===== src/rtl/mwrf_pkg.sv =====
package mwrf_pkg;
    function automatic int half_up(input int n);
        return (n + 1) / 2;
    endfunction

    function automatic int width_of(input int n);
        return (n <= 2) ? 1 : $clog2(n);
    endfunction
endpackage


===== src/rtl/mwrf_seq.sv =====
module mwrf_seq #(
    parameter int SUB_N = 4,
    parameter int SUB_W = 2
) (
    input  logic             clk,
    input  logic             rst_n,
    input  logic             base_stb,
    output logic [SUB_W-1:0] sub_idx,
    output logic             active
);
    localparam logic [SUB_W-1:0] LAST = SUB_W'(SUB_N - 1);

    typedef struct packed {
        logic [SUB_W-1:0] sub;
        logic             act;
    } seq_t;

    seq_t s_d, s_q;

    always_comb begin
        s_d = s_q;
        if (base_stb) begin
            s_d.sub = '0;
            s_d.act = 1'b1;
        end else if (s_q.act) begin
            if (s_q.sub == LAST) begin
                s_d.act = 1'b0;
            end else begin
                s_d.sub = s_q.sub + 1'b1;
            end
        end
    end

    always_ff @(posedge clk) begin
        if (!rst_n) begin
            s_q <= '0;
        end else begin
            s_q <= s_d;
        end
    end

    assign sub_idx = s_q.sub;
    assign active  = s_q.act;

    a_r3_start_at_zero: assert property (@(posedge clk) disable iff (!rst_n)
        base_stb |=> (active && sub_idx == '0));

    a_r3_step_by_one: assert property (@(posedge clk) disable iff (!rst_n)
        (active && !base_stb && sub_idx != LAST) |=> (active && sub_idx == $past(sub_idx) + 1'b1));

    a_r9_idle_after_last: assert property (@(posedge clk) disable iff (!rst_n)
        (active && !base_stb && sub_idx == LAST) |=> !active);

    a_r3_index_in_range: assert property (@(posedge clk) disable iff (!rst_n)
        active |-> sub_idx <= LAST);
endmodule


===== src/rtl/mwrf_steer.sv =====
module mwrf_steer #(
    parameter int NUM_WR = 4,
    parameter int NUM_RD = 3,
    parameter int ADDR_W = 4,
    parameter int DATA_W = 16,
    parameter int SUB_W  = 2,
    parameter int RSEL_W = 2
) (
    input  logic [SUB_W-1:0]         sub_idx,
    input  logic                     active,
    input  logic [NUM_WR-1:0]        req_wen,
    input  logic [NUM_WR*ADDR_W-1:0] req_waddr,
    input  logic [NUM_WR*DATA_W-1:0] req_wdata,
    input  logic [NUM_RD*ADDR_W-1:0] req_raddr,
    output logic                     a_re,
    output logic [RSEL_W-1:0]        a_sel,
    output logic                     a_we,
    output logic [ADDR_W-1:0]        a_addr,
    output logic [DATA_W-1:0]        a_wdata,
    output logic                     b_re,
    output logic [RSEL_W-1:0]        b_sel,
    output logic                     b_we,
    output logic [ADDR_W-1:0]        b_addr,
    output logic [DATA_W-1:0]        b_wdata
);
    localparam int RD_SLOTS = mwrf_pkg::half_up(NUM_RD);
    localparam int WR_SLOTS = mwrf_pkg::half_up(NUM_WR);

    always_comb begin
        a_re = 1'b0; a_sel = '0; a_we = 1'b0; a_addr = '0; a_wdata = '0;
        b_re = 1'b0; b_sel = '0; b_we = 1'b0; b_addr = '0; b_wdata = '0;
        for (int s = 0; s < RD_SLOTS; s++) begin
            if (active && sub_idx == SUB_W'(s)) begin
                a_re   = 1'b1;
                a_sel  = RSEL_W'(2 * s);
                a_addr = req_raddr[(2 * s) * ADDR_W +: ADDR_W];
                if (2 * s + 1 < NUM_RD) begin
                    b_re   = 1'b1;
                    b_sel  = RSEL_W'(2 * s + 1);
                    b_addr = req_raddr[((2 * s + 1 < NUM_RD) ? 2 * s + 1 : 2 * s) * ADDR_W +: ADDR_W];
                end
            end
        end
        for (int w = 0; w < WR_SLOTS; w++) begin
            if (active && sub_idx == SUB_W'(RD_SLOTS + w)) begin
                a_we    = req_wen[2 * w];
                a_addr  = req_waddr[(2 * w) * ADDR_W +: ADDR_W];
                a_wdata = req_wdata[(2 * w) * DATA_W +: DATA_W];
                if (2 * w + 1 < NUM_WR) begin
                    b_we    = req_wen[(2 * w + 1 < NUM_WR) ? 2 * w + 1 : 2 * w];
                    b_addr  = req_waddr[((2 * w + 1 < NUM_WR) ? 2 * w + 1 : 2 * w) * ADDR_W +: ADDR_W];
                    b_wdata = req_wdata[((2 * w + 1 < NUM_WR) ? 2 * w + 1 : 2 * w) * DATA_W +: DATA_W];
                end
            end
        end
    end
endmodule


===== src/rtl/mwrf_dpram.sv =====
module mwrf_dpram #(
    parameter int ADDR_W = 4,
    parameter int DATA_W = 16
) (
    input  logic              clk,
    input  logic              rst_n,
    input  logic              a_we,
    input  logic [ADDR_W-1:0] a_addr,
    input  logic [DATA_W-1:0] a_wdata,
    output logic [DATA_W-1:0] a_rdata,
    input  logic              b_we,
    input  logic [ADDR_W-1:0] b_addr,
    input  logic [DATA_W-1:0] b_wdata,
    output logic [DATA_W-1:0] b_rdata
);
    localparam int DEPTH = 1 << ADDR_W;

    logic [DATA_W-1:0] mem_d [DEPTH];
    logic [DATA_W-1:0] mem_q [DEPTH];

    always_comb begin
        mem_d = mem_q;
        if (a_we) mem_d[a_addr] = a_wdata;
        if (b_we) mem_d[b_addr] = b_wdata;
    end

    always_ff @(posedge clk) begin
        if (!rst_n) begin
            for (int i = 0; i < DEPTH; i++) mem_q[i] <= '0;
        end else begin
            mem_q <= mem_d;
        end
    end

    assign a_rdata = mem_q[a_addr];
    assign b_rdata = mem_q[b_addr];

    a_r6_port_b_wins: assert property (@(posedge clk) disable iff (!rst_n)
        b_we |=> mem_q[$past(b_addr)] == $past(b_wdata));

    a_r6_port_a_stores: assert property (@(posedge clk) disable iff (!rst_n)
        (a_we && !(b_we && b_addr == a_addr)) |=> mem_q[$past(a_addr)] == $past(a_wdata));
endmodule


===== src/rtl/mwrf_top.sv =====
module mwrf_top #(
    parameter int NUM_WR = 4,
    parameter int NUM_RD = 3,
    parameter int ADDR_W = 4,
    parameter int DATA_W = 16
) (
    input  logic                     clk,
    input  logic                     rst_n,
    input  logic                     base_stb,
    input  logic [NUM_WR-1:0]        wr_en,
    input  logic [NUM_WR*ADDR_W-1:0] wr_addr,
    input  logic [NUM_WR*DATA_W-1:0] wr_data,
    input  logic [NUM_RD*ADDR_W-1:0] rd_addr,
    output logic [NUM_RD*DATA_W-1:0] rd_data
);
    localparam int SUB_N  = mwrf_pkg::half_up(NUM_RD) + mwrf_pkg::half_up(NUM_WR);
    localparam int SUB_W  = mwrf_pkg::width_of(SUB_N);
    localparam int RSEL_W = mwrf_pkg::width_of(NUM_RD);

    typedef struct packed {
        logic [NUM_WR-1:0]        wen;
        logic [NUM_WR*ADDR_W-1:0] waddr;
        logic [NUM_WR*DATA_W-1:0] wdata;
        logic [NUM_RD*ADDR_W-1:0] raddr;
        logic [NUM_RD*DATA_W-1:0] stage;
        logic [NUM_RD*DATA_W-1:0] rout;
    } top_t;

    top_t st_d, st_q;

    logic [SUB_W-1:0]  sub_idx;
    logic              active;
    logic              a_re, a_we, b_re, b_we;
    logic [RSEL_W-1:0] a_sel, b_sel;
    logic [ADDR_W-1:0] a_addr, b_addr;
    logic [DATA_W-1:0] a_wdata, b_wdata, a_rdata, b_rdata;

    mwrf_seq #(.SUB_N(SUB_N), .SUB_W(SUB_W)) u_seq (
        .clk(clk), .rst_n(rst_n), .base_stb(base_stb),
        .sub_idx(sub_idx), .active(active)
    );

    mwrf_steer #(
        .NUM_WR(NUM_WR), .NUM_RD(NUM_RD), .ADDR_W(ADDR_W),
        .DATA_W(DATA_W), .SUB_W(SUB_W), .RSEL_W(RSEL_W)
    ) u_steer (
        .sub_idx(sub_idx), .active(active),
        .req_wen(st_q.wen), .req_waddr(st_q.waddr),
        .req_wdata(st_q.wdata), .req_raddr(st_q.raddr),
        .a_re(a_re), .a_sel(a_sel), .a_we(a_we), .a_addr(a_addr), .a_wdata(a_wdata),
        .b_re(b_re), .b_sel(b_sel), .b_we(b_we), .b_addr(b_addr), .b_wdata(b_wdata)
    );

    mwrf_dpram #(.ADDR_W(ADDR_W), .DATA_W(DATA_W)) u_ram (
        .clk(clk), .rst_n(rst_n),
        .a_we(a_we), .a_addr(a_addr), .a_wdata(a_wdata), .a_rdata(a_rdata),
        .b_we(b_we), .b_addr(b_addr), .b_wdata(b_wdata), .b_rdata(b_rdata)
    );

    always_comb begin
        st_d = st_q;
        if (base_stb) begin
            st_d.wen   = wr_en;
            st_d.waddr = wr_addr;
            st_d.wdata = wr_data;
            st_d.raddr = rd_addr;
            st_d.rout  = st_q.stage;
        end
        for (int r = 0; r < NUM_RD; r++) begin
            if (a_re && a_sel == RSEL_W'(r)) st_d.stage[r * DATA_W +: DATA_W] = a_rdata;
            if (b_re && b_sel == RSEL_W'(r)) st_d.stage[r * DATA_W +: DATA_W] = b_rdata;
        end
    end

    always_ff @(posedge clk) begin
        if (!rst_n) begin
            st_q <= '0;
        end else begin
            st_q <= st_d;
        end
    end

    assign rd_data = st_q.rout;

    // output register only moves on a strobe edge
    a_r8_out_hold: assert property (@(posedge clk) disable iff (!rst_n)
        !base_stb |=> $stable(rd_data));

    // captured requests are untouched between strobes
    a_r2_req_hold: assert property (@(posedge clk) disable iff (!rst_n)
        !base_stb |=> ($stable(st_q.wen) && $stable(st_q.waddr) && $stable(st_q.wdata) && $stable(st_q.raddr)));

    // once a write subcycle has run, no read follows before the next strobe
    a_r4_no_read_after_write: assert property (@(posedge clk) disable iff (!rst_n)
        ((a_we || b_we) && !base_stb) |=> !(a_re || b_re));

    // idle subcycles touch no storage port
    a_r9_idle_quiet: assert property (@(posedge clk) disable iff (!rst_n)
        !active |-> !(a_we || b_we || a_re || b_re));
endmodule


===== config.mk =====
export PLATFORM = sky130hd
export DESIGN_NAME = mwrf_top
export DESIGN_NICKNAME = d
export VERILOG_FILES = /design/src/rtl/mwrf_pkg.sv /design/src/rtl/mwrf_seq.sv /design/src/rtl/mwrf_steer.sv /design/src/rtl/mwrf_dpram.sv /design/src/rtl/mwrf_top.sv
export SDC_FILE = /design/constraint.sdc
export NUM_CORES = 1
export LEC_CHECK = 0
export BUFFER_PORTS_ARGS = -buffer_cell sky130_fd_sc_hd__buf_2
export CORE_AREA = 2 2 174 305
export CTS_CLUSTER_DIAMETER = 30
export CTS_CLUSTER_SIZE = 14
export DETAILED_ROUTE_END_ITERATION = 12
export DIE_AREA = 0 0 176 307
export PLACE_DENSITY = 0.74
export SLEW_MARGIN = 15
export SYNTH_ARGS = -nofsm -noshare
export SYNTH_HDL_FRONTEND = slang
export SYNTH_SLANG_ARGS = --single-unit

===== constraint.sdc =====
create_clock -name clk -period 3.5 [get_ports clk]
set_input_delay 0.175 -clock clk [delete_from_list [all_inputs] [get_ports clk]]
set_output_delay 0.175 -clock clk [all_outputs]
set_load 0.02 [all_outputs]

==> impl_metrics.env <==
export IMPL_outcome="completed"
export IMPL_globalRouteTotalUtil_pct=28.0
export IMPL_diodes=0
export IMPL_drt_vias_per_instance=6.30
export IMPL_final_max_slew_viol_count=0
export IMPL_setup_violations=0
export IMPL_final_antenna_net_count=0
export IMPL_placement_rows=111
export IMPL_finalCritPeriodShare_pct=92.7
export IMPL_timing_max_slew_rel_slack_pct=34.7
export IMPL_ys_types=61
export IMPL_hold_ws_ns=0.107
export IMPL_critical_path_max_stage_delay_ns=0.45
export IMPL_number_of_global_route_vias_before_repair=20800
export IMPL_cp_end_kind="flop"
export IMPL_ys_dominant_reg_cell="sky130_fd_sc_hd__dfxtp_1"
export IMPL_clkSlewWorstSetupHoldPaths_ns=0.05
export IMPL_largest_family_of_logic_cells_by_synthesized_area="multiplexers"
export IMPL_detail_route_first_pass_iterations=8
export IMPL_cellPowerDensity_mw_per_mm2=482
export IMPL_number_of_cts_inserted_buffers=67
export IMPL_period_needed_ns=3.24
export IMPL_drt_iter0_drc=1735
export IMPL_synth_fp_nets=2507
export IMPL_vias=20600
export IMPL_die_height_um=307
export IMPL_final_layout_size_suffix_gt1_share_pct=17.7
export IMPL_ios=147
export IMPL_synth_xor_xnor_area_share_pct=0.0381
export IMPL_layout_cell_area_non_filler_mm2=0.0274
export IMPL_tritoncts="done"
export IMPL_drt_total_wl_um=77500
export IMPL_synthSimpleGateAreaFrac_pct=12.2
export IMPL_synth_compound_area_share_pct=20.5
export IMPL_clockBufferDepth=3
export IMPL_die_area_mm2=0.0540
export IMPL_setup_tns_final_ns=0
export IMPL_worst_path_max_delay_cell="sky130_fd_sc_hd__nand2_2"
export IMPL_gpl_final_weighted_congestion=0.925
export IMPL_path_class="reg -> reg"
export IMPL_power_static_leakage_uw=0.0119
export IMPL_final_setup_skew_ns=0.0252
export IMPL_synth_edf_count=0
export IMPL_rsz0062_at_grt="no"
export IMPL_layout_common_cells="sky130_fd_sc_hd__dfxtp_1 (450), sky130_fd_sc_hd__mux2i_1 (416), sky130_fd_sc_hd__o22ai_1 (246), sky130_fd_sc_hd__nand2_1 (217), sky130_fd_sc_hd__nor2b_1 (146)"
export IMPL_max_freq_mhz=308
export IMPL_worstPathCellList="inv_1 > ha_1 > and3b_1 > o211ai_1 > nand2_2 > buf_4 > a211oi_1 > o32a_1 > a41oi_1"
export IMPL_post_drt_wl_per_cell_um=23.7
export IMPL_synth_seq_cells=451
export IMPL_post_synthesis_instance_total=2404
export IMPL_initial_standard_cell_utilization_of_the_core_pct=44.4
export IMPL_grt_antenna_before_repair=0
export IMPL_register_area_share_after_synthesis_pct=39.2
export IMPL_timing_final_hold_violations=0
export IMPL_final_nets=2644
export IMPL_clk_insertion_delay_late_ns=0.60
export IMPL_port_buffers=146
export IMPL_timing_max_cap_violations=0
export IMPL_hold_path_class="in -> reg"
export IMPL_crit_fanout=19
export IMPL_total_power_uw=13200
export IMPL_synth_mux_area_share_pct=21.2
export IMPL_mostFrequentLayoutCell="sky130_fd_sc_hd__dfxtp_1"
export IMPL_required_ns=3.95
export IMPL_placement_cell_area_mm2=0.0242
export IMPL_clockRootBuffer="sky130_fd_sc_hd__clkbuf_16"
export IMPL_worst_margin_slew_ns=0.979
export IMPL_dp_hpwl_um=53100
export IMPL_vdd_ir_drop_worst_v=0.000397
export IMPL_synthesis_yosys_warnings=0
export IMPL_die_w_um=176
export IMPL_fp_coreArea_mm2=0.0518
export IMPL_reg2reg_setup_slack_ns=0.26
export IMPL_number_of_design_rule_violations_left_after_detail_routing=0
export IMPL_ys_async_sr_fraction_pct=0
export IMPL_setup_worst_path_start_class="flop"
export IMPL_grt_overflow=0
export IMPL_syn_mean_instance_area_um2=9.57
export IMPL_flow_area_growth_from_synthesis_pct=19.3
export IMPL_clock_sinks=451
export IMPL_pin_count_of_the_biggest_net_entering_global_routing=97
export IMPL_grt_pass1_wl_um=119000
export IMPL_worstPathArrival_ns=3.70
export IMPL_synth_cell_area_mm2=0.0230
export IMPL_htree_num_levels=3
export IMPL_post_cts_setup_buffers=0
export IMPL_post_synth_fa_ha_maj_area_fraction_pct=0.218
metrics by stage:
step / instances / setup slack, ns / utilization [%]
floorplan: 2404 / 0.803 / -
global placement: 3054 / 0.305 / 46.6
detailed placement: 3054 / 0.316 / 46.6
CTS: 3270 / 0.298 / 53.0
global route: 3270 / 0.0202 / 53.0
finish: 3270 / 0.256 / 53.0
kinds of logic after synthesis:
kind of cell / after synthesis
multiplexers: 448
AO/OA/AOI/OAI: 672
buffers and inverters: 310
flip-flops: 451
adder cells (fa/ha/maj): 4
AND/OR/NAND/NOR: 518
XOR/XNOR: 1
worst paths after layout:
path	startpoint	to	cells past startpoint
max reg2reg	u_seq.sub_idx[1]$_SDFFE_PP0P_	st_q[91]$_SDFFE_PN0P_	9
max	u_seq.sub_idx[1]$_SDFFE_PP0P_	st_q[91]$_SDFFE_PN0P_	9
min	rst_n	u_seq.active$_SDFF_PN0_	2
min reg2reg	rd_data[14]$_SDFFE_PN0P_	rd_data[14]$_SDFFE_PN0P_	2
timing repair:
action,in CTS,in global routing
hold endpoints to repair,96,0
gates resized for setup,0,0
hold buffers,96,0
state kept, by name, summed over array words and instances (netlist names):
register,cells
u_ram.mem_q,256
st_q,144
rd_data,48
u_seq.sub_idx,2
u_seq.active,1
critical path, delay by kind of cell, from the launching register on:
kind	cells	cell delay, ns
simple gates	2	0.71
flops	1	0.34
buf+inv	2	0.47
compound gates	4	1.13
fa+ha+maj	1	0.44
report_power, final:
part	internal (uW)	leakage, uW	total [uW]	switching (uW)
clock network	4360	0.00113	6960	2590
registers	5260	0.00366	5340	88.0
logic	399	0.00710	939	541
total	10000	0.0119	13200	3220
per-layer routing:
| layer | vias up | share of wire [%] | GRT usage [%] |
|---|---|---|---|
| met5 | - | 0 | 0 |
| met4 | 0 | 5.9 | 16.9 |
| met3 | 357 | 7.4 | 5.03 |
| met2 | 1166 | 50 | 48.9 |
| met1 | 9807 | 37 | 31.7 |
| li1 | 9274 | - | - |
cells in the mapped netlist, types with 2 or more instances:
cell type | n | area share (%)
sky130_fd_sc_hd__o211ai_1 | 2 | 0.065
sky130_fd_sc_hd__o31ai_1 | 16 | 0.52
sky130_fd_sc_hd__a21o_1 | 4 | 0.13
sky130_fd_sc_hd__a31oi_1 | 21 | 0.57
sky130_fd_sc_hd__nand3_1 | 33 | 0.72
sky130_fd_sc_hd__o22ai_2 | 10 | 0.54
sky130_fd_sc_hd__nand3_4 | 6 | 0.46
sky130_fd_sc_hd__a22oi_1 | 3 | 0.098
sky130_fd_sc_hd__o32a_1 | 16 | 0.70
sky130_fd_sc_hd__nor2_1 | 4 | 0.065
sky130_fd_sc_hd__mux4_2 | 32 | 3.1
sky130_fd_sc_hd__o22ai_1 | 246 | 6.7
sky130_fd_sc_hd__dfxtp_1 | 451 | 39
sky130_fd_sc_hd__nor3_2 | 3 | 0.13
sky130_fd_sc_hd__buf_4 | 62 | 2.0
sky130_fd_sc_hd__ha_1 | 4 | 0.22
sky130_fd_sc_hd__mux2i_1 | 416 | 18
sky130_fd_sc_hd__nor2b_1 | 146 | 4.0
sky130_fd_sc_hd__a22o_1 | 34 | 1.3
sky130_fd_sc_hd__a32oi_1 | 29 | 1.1
sky130_fd_sc_hd__nand2_2 | 3 | 0.082
sky130_fd_sc_hd__nand3b_1 | 6 | 0.20
sky130_fd_sc_hd__a211oi_1 | 48 | 1.6
sky130_fd_sc_hd__and2_1 | 6 | 0.16
sky130_fd_sc_hd__buf_2 | 44 | 0.96
sky130_fd_sc_hd__and2_0 | 2 | 0.054
sky130_fd_sc_hd__a221o_1 | 33 | 1.4
sky130_fd_sc_hd__nor3_1 | 2 | 0.044
sky130_fd_sc_hd__and3_1 | 67 | 1.8
sky130_fd_sc_hd__inv_1 | 23 | 0.38
sky130_fd_sc_hd__o31ai_4 | 2 | 0.18
sky130_fd_sc_hd__nand2_1 | 219 | 3.6
sky130_fd_sc_hd__nand4_2 | 3 | 0.16
sky130_fd_sc_hd__buf_1 | 18 | 0.29
sky130_fd_sc_hd__a21oi_1 | 115 | 2.5
sky130_fd_sc_hd__clkbuf_1 | 157 | 2.6
sky130_fd_sc_hd__a41oi_1 | 32 | 1.2
sky130_fd_sc_hd__buf_6 | 5 | 0.24
sky130_fd_sc_hd__nand3_2 | 4 | 0.17
sky130_fd_sc_hd__nor3b_1 | 2 | 0.065
sky130_fd_sc_hd__nand2b_1 | 3 | 0.082
sky130_fd_sc_hd__o21ai_0 | 49 | 1.1
sky130_fd_sc_hd__a2111oi_4 | 2 | 0.24
sky130_fd_sc_hd__and3b_1 | 4 | 0.15
final cells by class:
cell class              instances  area [um2]
repair buffers                355        2630
well taps                     678         848
multi-input cells            1643       12500
inverters                      23        86.3
clock inverters                36         418
flip-flops and latches        451        9030
fillers                      4565       24400
clock buffers                  84        1910
Note: power is estimated with default switching activity, not from simulation.
